===== config.mk =====
export PLATFORM = sky130hd
export DESIGN_NAME = sdio_fwin_dec
export DESIGN_NICKNAME = d
export VERILOG_FILES = /design/src/rtl/sdio_fwin_pkg.sv /design/src/rtl/sdio_fwin_len.sv /design/src/rtl/sdio_fwin_cursor.sv /design/src/rtl/sdio_fwin_route.sv /design/src/rtl/sdio_fwin_dec.sv
export SDC_FILE = /design/constraint.sdc
export NUM_CORES = 1
export LEC_CHECK = 0
export BUFFER_PORTS_ARGS = -buffer_cell sky130_fd_sc_hd__buf_2
export CAP_MARGIN = 10
export CORE_MARGIN = 8
export CORE_UTILIZATION = 65
export DETAILED_ROUTE_END_ITERATION = 10
export PLACE_DENSITY = 0.94
export SLEW_MARGIN = 20
export SYNTH_ARGS = -nofsm -noshare
export SYNTH_HDL_FRONTEND = slang
export SYNTH_SLANG_ARGS = --single-unit

===== constraint.sdc =====
create_clock -name clk -period 6.96 [get_ports clk]
set_input_delay 1.044 -clock clk [delete_from_list [all_inputs] [get_ports clk]]
set_output_delay 1.044 -clock clk [all_outputs]
set_load 0.1 [all_outputs]

===== src/rtl/sdio_fwin_pkg.sv =====
package sdio_fwin_pkg;

  typedef enum logic {
    ST_IDLE = 1'b0,
    ST_XFER = 1'b1
  } fwin_state_t;

  function automatic int fwin_max(input int a, input int b);
    return (a > b) ? a : b;
  endfunction

endpackage


===== src/rtl/sdio_fwin_len.sv =====
// Derives the valid length from the window end, the bus length from the
// count field, and whether the command must be refused.
module sdio_fwin_len #(
  parameter int               ADDR_W        = 17,
  parameter int               CNT_W         = 9,
  parameter int               BSZ_W         = 12,
  parameter int               BLEN_W        = 21,
  parameter logic [ADDR_W-1:0] END_ADDR     = 17'h1F800,
  parameter logic [ADDR_W-1:0] MIN_ADDR     = 17'h00090,
  parameter logic [2:0]       FIFO_FUNC     = 3'd1,
  parameter int               BYTE_ZERO_LEN = 512
) (
  input  logic [ADDR_W-1:0] addr,
  input  logic [2:0]        func,
  input  logic              incr,
  input  logic              block,
  input  logic [CNT_W-1:0]  count,
  input  logic [BSZ_W-1:0]  bsz,
  output logic [ADDR_W-1:0] vlen,
  output logic [BLEN_W-1:0] blen,
  output logic              reject
);

  logic addr_bad;
  logic cmd_bad;
  logic blk_bad;

  always_comb begin
    vlen     = END_ADDR - addr;
    addr_bad = (addr < MIN_ADDR) || (addr >= END_ADDR);
    cmd_bad  = (func != FIFO_FUNC) || !incr;
    blk_bad  = block && ((count == '0) || (bsz == '0));
    reject   = addr_bad || cmd_bad || blk_bad;
  end

  always_comb begin
    if (block) begin
      blen = BLEN_W'(count) * BLEN_W'(bsz);
    end else if (count == '0) begin
      blen = BLEN_W'(BYTE_ZERO_LEN);
    end else begin
      blen = BLEN_W'(count);
    end
  end

endmodule


===== src/rtl/sdio_fwin_cursor.sv =====
// Holds the lengths of the running command and the byte position.
module sdio_fwin_cursor import sdio_fwin_pkg::*; #(
  parameter int ADDR_W = 17,
  parameter int BLEN_W = 21
) (
  input  logic              clk,
  input  logic              rst_n,
  input  logic              load,
  input  logic              beat,
  input  logic              active,
  input  logic [ADDR_W-1:0] vlen_in,
  input  logic [BLEN_W-1:0] blen_in,
  output logic [ADDR_W-1:0] vlen_q,
  output logic              in_data,
  output logic              last
);

  localparam int CMP_W = fwin_max(ADDR_W, BLEN_W);

  logic [BLEN_W-1:0] blen_q;
  logic [BLEN_W-1:0] pos_q;
  logic [BLEN_W-1:0] pos_d;
  logic              pos_en;

  always_comb begin
    pos_en  = load || beat;
    pos_d   = load ? '0 : (pos_q + 1'b1);
    in_data = CMP_W'(pos_q) < CMP_W'(vlen_q);
    last    = (pos_q == (blen_q - 1'b1));
  end

  always_ff @(posedge clk or negedge rst_n) begin
    if (!rst_n) begin
      vlen_q <= '0;
      blen_q <= '0;
    end else if (load) begin
      vlen_q <= vlen_in;
      blen_q <= blen_in;
    end
  end

  always_ff @(posedge clk or negedge rst_n) begin
    if (!rst_n) begin
      pos_q <= '0;
    end else if (pos_en) begin
      pos_q <= pos_d;
    end
  end


  pos_range_chk: assert property (@(posedge clk) disable iff (!rst_n)
    active |-> (pos_q < blen_q));


  vlen_hold_chk: assert property (@(posedge clk) disable iff (!rst_n)
    (active && $past(active)) |-> $stable(vlen_q));

endmodule


===== src/rtl/sdio_fwin_route.sv =====
// Steers bytes between the bus stream and the FIFO ports, with zero fill
// on reads and discard on writes past the valid length.
module sdio_fwin_route #(
  parameter int DATA_W = 8
) (
  input  logic              clk,
  input  logic              rst_n,
  input  logic              active,
  input  logic              write,
  input  logic              in_data,
  output logic [DATA_W-1:0] bus_rd_data,
  output logic              bus_rd_valid,
  input  logic              bus_rd_ready,
  input  logic [DATA_W-1:0] bus_wr_data,
  input  logic              bus_wr_valid,
  output logic              bus_wr_ready,
  input  logic [DATA_W-1:0] fifo_rd_data,
  input  logic              fifo_rd_valid,
  output logic              fifo_rd_ready,
  output logic [DATA_W-1:0] fifo_wr_data,
  output logic              fifo_wr_valid,
  input  logic              fifo_wr_ready,
  output logic              beat,
  output logic              pad,
  output logic              drop
);

  logic rd_on;
  logic wr_on;

  always_comb begin
    rd_on         = active && !write;
    wr_on         = active && write;
    bus_rd_data   = '0;
    bus_rd_valid  = 1'b0;
    fifo_rd_ready = 1'b0;
    bus_wr_ready  = 1'b0;
    fifo_wr_valid = 1'b0;
    fifo_wr_data  = bus_wr_data;
    if (rd_on) begin
      if (in_data) begin
        bus_rd_valid  = fifo_rd_valid;
        bus_rd_data   = fifo_rd_data;
        fifo_rd_ready = bus_rd_ready;
      end else begin
        bus_rd_valid  = 1'b1;
      end
    end
    if (wr_on) begin
      if (in_data) begin
        fifo_wr_valid = bus_wr_valid;
        bus_wr_ready  = fifo_wr_ready;
      end else begin
        bus_wr_ready  = 1'b1;
      end
    end
    beat = (bus_rd_valid && bus_rd_ready) || (bus_wr_valid && bus_wr_ready);
    pad  = rd_on && !in_data;
    drop = wr_on && !in_data;
  end


  pad_zero_chk: assert property (@(posedge clk) disable iff (!rst_n)
    pad |-> (bus_rd_valid && (bus_rd_data == '0) && !fifo_rd_ready));


  drop_quiet_chk: assert property (@(posedge clk) disable iff (!rst_n)
    drop |-> (bus_wr_ready && !fifo_wr_valid));


  idle_quiet_chk: assert property (@(posedge clk) disable iff (!rst_n)
    !active |-> !(bus_rd_valid || bus_wr_ready || fifo_rd_ready || fifo_wr_valid));

endmodule


===== src/rtl/sdio_fwin_dec.sv =====
// Top: command acceptance, transfer sequencing and status.
module sdio_fwin_dec import sdio_fwin_pkg::*; #(
  parameter int                ADDR_W        = 17,
  parameter int                CNT_W         = 9,
  parameter int                BSZ_W         = 12,
  parameter int                DATA_W        = 8,
  parameter logic [ADDR_W-1:0] END_ADDR      = 17'h1F800,
  parameter logic [ADDR_W-1:0] MIN_ADDR      = 17'h00090,
  parameter logic [2:0]        FIFO_FUNC     = 3'd1,
  parameter int                BYTE_ZERO_LEN = 512
) (
  input  logic              clk,
  input  logic              rst_n,
  input  logic              cmd_start,
  input  logic [ADDR_W-1:0] cmd_addr,
  input  logic [2:0]        cmd_func,
  input  logic              cmd_incr,
  input  logic              cmd_write,
  input  logic              cmd_block,
  input  logic [CNT_W-1:0]  cmd_count,
  input  logic [BSZ_W-1:0]  blk_size,
  output logic [DATA_W-1:0] bus_rd_data,
  output logic              bus_rd_valid,
  input  logic              bus_rd_ready,
  input  logic [DATA_W-1:0] bus_wr_data,
  input  logic              bus_wr_valid,
  output logic              bus_wr_ready,
  input  logic [DATA_W-1:0] fifo_rd_data,
  input  logic              fifo_rd_valid,
  output logic              fifo_rd_ready,
  output logic [DATA_W-1:0] fifo_wr_data,
  output logic              fifo_wr_valid,
  input  logic              fifo_wr_ready,
  output logic              busy,
  output logic              done,
  output logic              err,
  output logic [ADDR_W-1:0] valid_len,
  output logic              pad_active,
  output logic              drop_active
);

  localparam int BLEN_W = CNT_W + BSZ_W;

  // reset: asserted asynchronously, released on a clock edge
  logic [1:0] rst_pipe;
  logic       rst_ni;

  always_ff @(posedge clk or negedge rst_n) begin
    if (!rst_n) begin
      rst_pipe <= 2'b00;
    end else begin
      rst_pipe <= {rst_pipe[0], 1'b1};
    end
  end
  assign rst_ni = rst_pipe[1];

  fwin_state_t       st_q, st_d;
  logic              dir_q, dir_d, dir_en;
  logic              err_q, err_d, err_en;
  logic              done_q, done_d;
  logic              accept, refuse;
  logic              beat, last, in_data, active;
  logic [ADDR_W-1:0] vlen_c;
  logic [BLEN_W-1:0] blen_c;
  logic              reject;

  sdio_fwin_len #(
    .ADDR_W(ADDR_W), .CNT_W(CNT_W), .BSZ_W(BSZ_W), .BLEN_W(BLEN_W),
    .END_ADDR(END_ADDR), .MIN_ADDR(MIN_ADDR), .FIFO_FUNC(FIFO_FUNC),
    .BYTE_ZERO_LEN(BYTE_ZERO_LEN)
  ) u_len (
    .addr(cmd_addr), .func(cmd_func), .incr(cmd_incr), .block(cmd_block),
    .count(cmd_count), .bsz(blk_size),
    .vlen(vlen_c), .blen(blen_c), .reject(reject)
  );

  sdio_fwin_cursor #(.ADDR_W(ADDR_W), .BLEN_W(BLEN_W)) u_cursor (
    .clk(clk), .rst_n(rst_ni), .load(accept), .beat(beat), .active(active),
    .vlen_in(vlen_c), .blen_in(blen_c), .vlen_q(valid_len),
    .in_data(in_data), .last(last)
  );

  sdio_fwin_route #(.DATA_W(DATA_W)) u_route (
    .clk(clk), .rst_n(rst_ni), .active(active), .write(dir_q), .in_data(in_data),
    .bus_rd_data(bus_rd_data), .bus_rd_valid(bus_rd_valid), .bus_rd_ready(bus_rd_ready),
    .bus_wr_data(bus_wr_data), .bus_wr_valid(bus_wr_valid), .bus_wr_ready(bus_wr_ready),
    .fifo_rd_data(fifo_rd_data), .fifo_rd_valid(fifo_rd_valid), .fifo_rd_ready(fifo_rd_ready),
    .fifo_wr_data(fifo_wr_data), .fifo_wr_valid(fifo_wr_valid), .fifo_wr_ready(fifo_wr_ready),
    .beat(beat), .pad(pad_active), .drop(drop_active)
  );

  // next state
  always_comb begin
    active = (st_q == ST_XFER);
    accept = (st_q == ST_IDLE) && cmd_start && !reject;
    refuse = (st_q == ST_IDLE) && cmd_start && reject;
    st_d   = st_q;
    case (st_q)
      ST_IDLE: if (accept) st_d = ST_XFER;
      ST_XFER: if (beat && last) st_d = ST_IDLE;
      default: st_d = ST_IDLE;
    endcase
    dir_en = accept;
    dir_d  = cmd_write;
    err_en = accept || refuse;
    err_d  = refuse;
    done_d = active && beat && last;
  end

  // registers
  always_ff @(posedge clk or negedge rst_ni) begin
    if (!rst_ni) begin
      st_q   <= ST_IDLE;
      done_q <= 1'b0;
    end else begin
      st_q   <= st_d;
      done_q <= done_d;
    end
  end

  always_ff @(posedge clk or negedge rst_ni) begin
    if (!rst_ni) begin
      dir_q <= 1'b0;
    end else if (dir_en) begin
      dir_q <= dir_d;
    end
  end

  always_ff @(posedge clk or negedge rst_ni) begin
    if (!rst_ni) begin
      err_q <= 1'b0;
    end else if (err_en) begin
      err_q <= err_d;
    end
  end

  assign busy = active;
  assign done = done_q;
  assign err  = err_q;


  refuse_idle_chk: assert property (@(posedge clk) disable iff (!rst_ni)
    ((st_q == ST_IDLE) && cmd_start && reject) |=> (err && !busy));


  done_after_xfer_chk: assert property (@(posedge clk) disable iff (!rst_ni)
    done |-> ($past(st_q == ST_XFER) && !busy));


  start_ignored_chk: assert property (@(posedge clk) disable iff (!rst_ni)
    (busy && cmd_start) |=> $stable(valid_len));

endmodule


==> summary.txt <==
run status: finished clean
Mapped Area: 7980 um^2
Setup TNS Final: 0 ps
R2R Setup Slk: 3490 ps
commonest cells after routing, fill and taps aside: nand2_1 (131), inv_1 (130), buf_2 (92)
utilization after layout: 72.8%
first-pass GRT wire length: 33.6 mm
Die X: 127 um
Nets: 1215
Synth Flop Type: dfrtp_1
clk root buf: clkbuf_16
leak pwr: 4.39 nW
final setup vio count: 0
I/O Buffers: 92
synthesis-stage register bit count: 65
area growth from synthesis to layout: 9.58%
CP max-delay cell: fa_1
Hold Path Class: reg2reg
Die Span Y: 127 um
Power Density: 345 nW/um^2
Initial Utilization: 66.5%
crit end category: flip-flop
post-CTS resize count: 0
Tmin final: 5260 ps
global route overflow: 0
die area: 16100 um^2
initial antenna violation count: 0
Max FO, Critical Path: 14
total power: 0.00302 W
Critical R2R Launch: u_cursor.pos_q[10]
Crit Path Category: in2reg
hold_buf cts: 0
CTS Buffer Depth: 2
Post-CTS Repair Setup Buffers: 0
Vias: 7193
DRT iter0 DRCs: 722
period utilization: 75.6%
Post-Syn Instances: 961
GRT Util Overall: 25.2%
number of global-route vias before repair: 7091
Min-Delay Startpoint: rst_pipe[0]
EDFF count, synth: 0
Setup WS pre-CTS: 1410 ps
cell mode on critical path: fa_1
Final Max Tran Viols: 0
Yosys Warn Count: 0
Syn Area/Cell: 8.31 um^2
WP data required: 7160 ps
Clock Pin Slew Worst Setup and Hold Paths: 60 ps
GP Congestion: 0.917
Core ar.: 12000 um^2
Final HPWL DP: 15.7 mm
final hold violations: 0
Async S/R FF share, synth: 100%
Worst VDD drop: 0.000203 V
Ports: 109
Buf/Inv on CP: 4
WP data arrival: 5470 ps
dpl cells: 1153
Synth Net Count: 1159
# diodes: 0
post-DR vias/cell: 6.15
post-synth cell types: 65
Top delay family on crit path: adder cells
crit start category: input port
actual slew at the worst max-slew pin: 1120 ps
antenna-violating nets left: 0
most common cell after layout, fill and taps aside: nand2_1
length of the first detailed-routing pass in iterations: 6
DRC: 0
Final Non-Filler Cells: 1169
register area share after synthesis: 20.4%
Site Rows: 40
Setup WS post-layout: 1700 ps
Post-Route WL: 20.2 mm
fillers: 809
RSZ-0062 raised after global routing: no
fmax: 0.190 GHz
TritonCTS clock tree: built
largest net degree at the start of global routing: 64
CTS Buf Count: 9
crit-path max cell delay: 560 ps
relative slew slack: 25.1%
Clk Latency, worst-skew pair: 330 ps
Setup crit start: cmd_count[2]
Wirelength per Cell: 17.3 um
clk_skew: 6.83 ps
H-tree lvl count: 3
Clock Sinks: 65
Max Cap Violations: 0
share of layout cells above drive strength 1: 12.1%
worst path cell trace: buf_2 -> nand2_1 -> fa_1 -> inv_1 -> fa_1 -> ha_1 -> inv_1 -> fa_1 -> inv_1 -> fa_1 -> a211oi_1 -> o21ai_0 -> a31oi_1 -> o21bai_1 -> a21oi_1 -> xor2_1 -> o21ai_0
power breakdown:
part	switching [W]	leakage [nW]	internal, W
Sequential	0.000148	0.824	0.000476
Clock	0.000172	0.155	0.000313
Combinational	0.00126	3.41	0.000656
cells by family after synthesis:
family | Yosys count | synth area share [%]
XOR/XNOR | 51 | 5.59
AND/OR/NAND/NOR | 356 | 22.6
other | 1 | 0.0470
flip-flops | 65 | 20.4
adder cells (fa/ha/maj) | 131 | 27.2
buffers and inverters | 181 | 9.00
multiplexers | 23 | 2.93
AO/OA/AOI/OAI | 153 | 12.2
per-stage QoR:
step / hold WS (ps) / area, um^2
after floorplan: 331 / 7980
after global placement: 342 / 8430
after detailed placement: 343 / 8430
after CTS: 355 / 8750
after global routing: 356 / 8750
final: 353 / 8750
cells in the mapped netlist, types with 5 or more instances:
cell	count	area [um^2]
a21oi_1	31	155
xor2_1	25	219
o21a_1	5	37.5
nand4_1	8	50.1
a2111o_1	6	67.6
fa_1	71	1420
dfrtp_1	65	1630
inv_1	130	488
o21ai_0	54	270
o21ai_1	5	25.0
clkbuf_1	38	143
mux2i_1	20	200
nor2_1	37	139
nor2b_1	8	50.1
ha_1	60	751
nand2b_1	6	37.5
and2_1	73	457
a31oi_1	7	43.8
and3_1	9	56.3
o211ai_1	6	45.0
nor4_1	10	62.6
o31ai_1	8	60.1
nor3_1	22	110
nand3_1	23	115
nand2_1	132	495
buf_4	8	60.1
xnor2_1	26	228
or4_1	6	45.0
final cells by class:
type	count	area (um^2)	share of cell area [%]
Clock inverter	7	95.1	1.09
Sequential cell	65	1630	18.6
Tap cell	147	184	2.10
Inverter	131	492	5.62
Timing Repair Buffer	95	483	5.52
Multi-Input combinational cell	715	5640	64.5
Clock buffer	9	225	2.57
sequential cells by signal, summed over array words and instances (netlist names):
name,cells
u_cursor.blen_q,21
u_cursor.pos_q,21
u_cursor.vlen_q,17
rst_pipe,2
busy,1
dir_q,1
done,1
err,1
per-layer routing:
layer  GRT usage [%]  wire length [um]  up-vias
met4            8.96               460        0
met2            42.2              9980      362
met5               0                 0        -
li1                -                 -     3288
met3            4.44              1630       47
met1            32.2              8110     3496
path summary, 6_finish.rpt:
path	endpoint	cells past startpoint
setup / recovery	u_cursor.blen_q[14]	17
hold / removal	rst_pipe[1]	0
setup reg to reg	u_cursor.pos_q[8]	8
hold reg to reg	rst_pipe[1]	0
max in group asynchronous	u_cursor.pos_q[17]	1
min in group asynchronous	u_cursor.vlen_q[1]	1
Power figures use the tool's default switching activity.
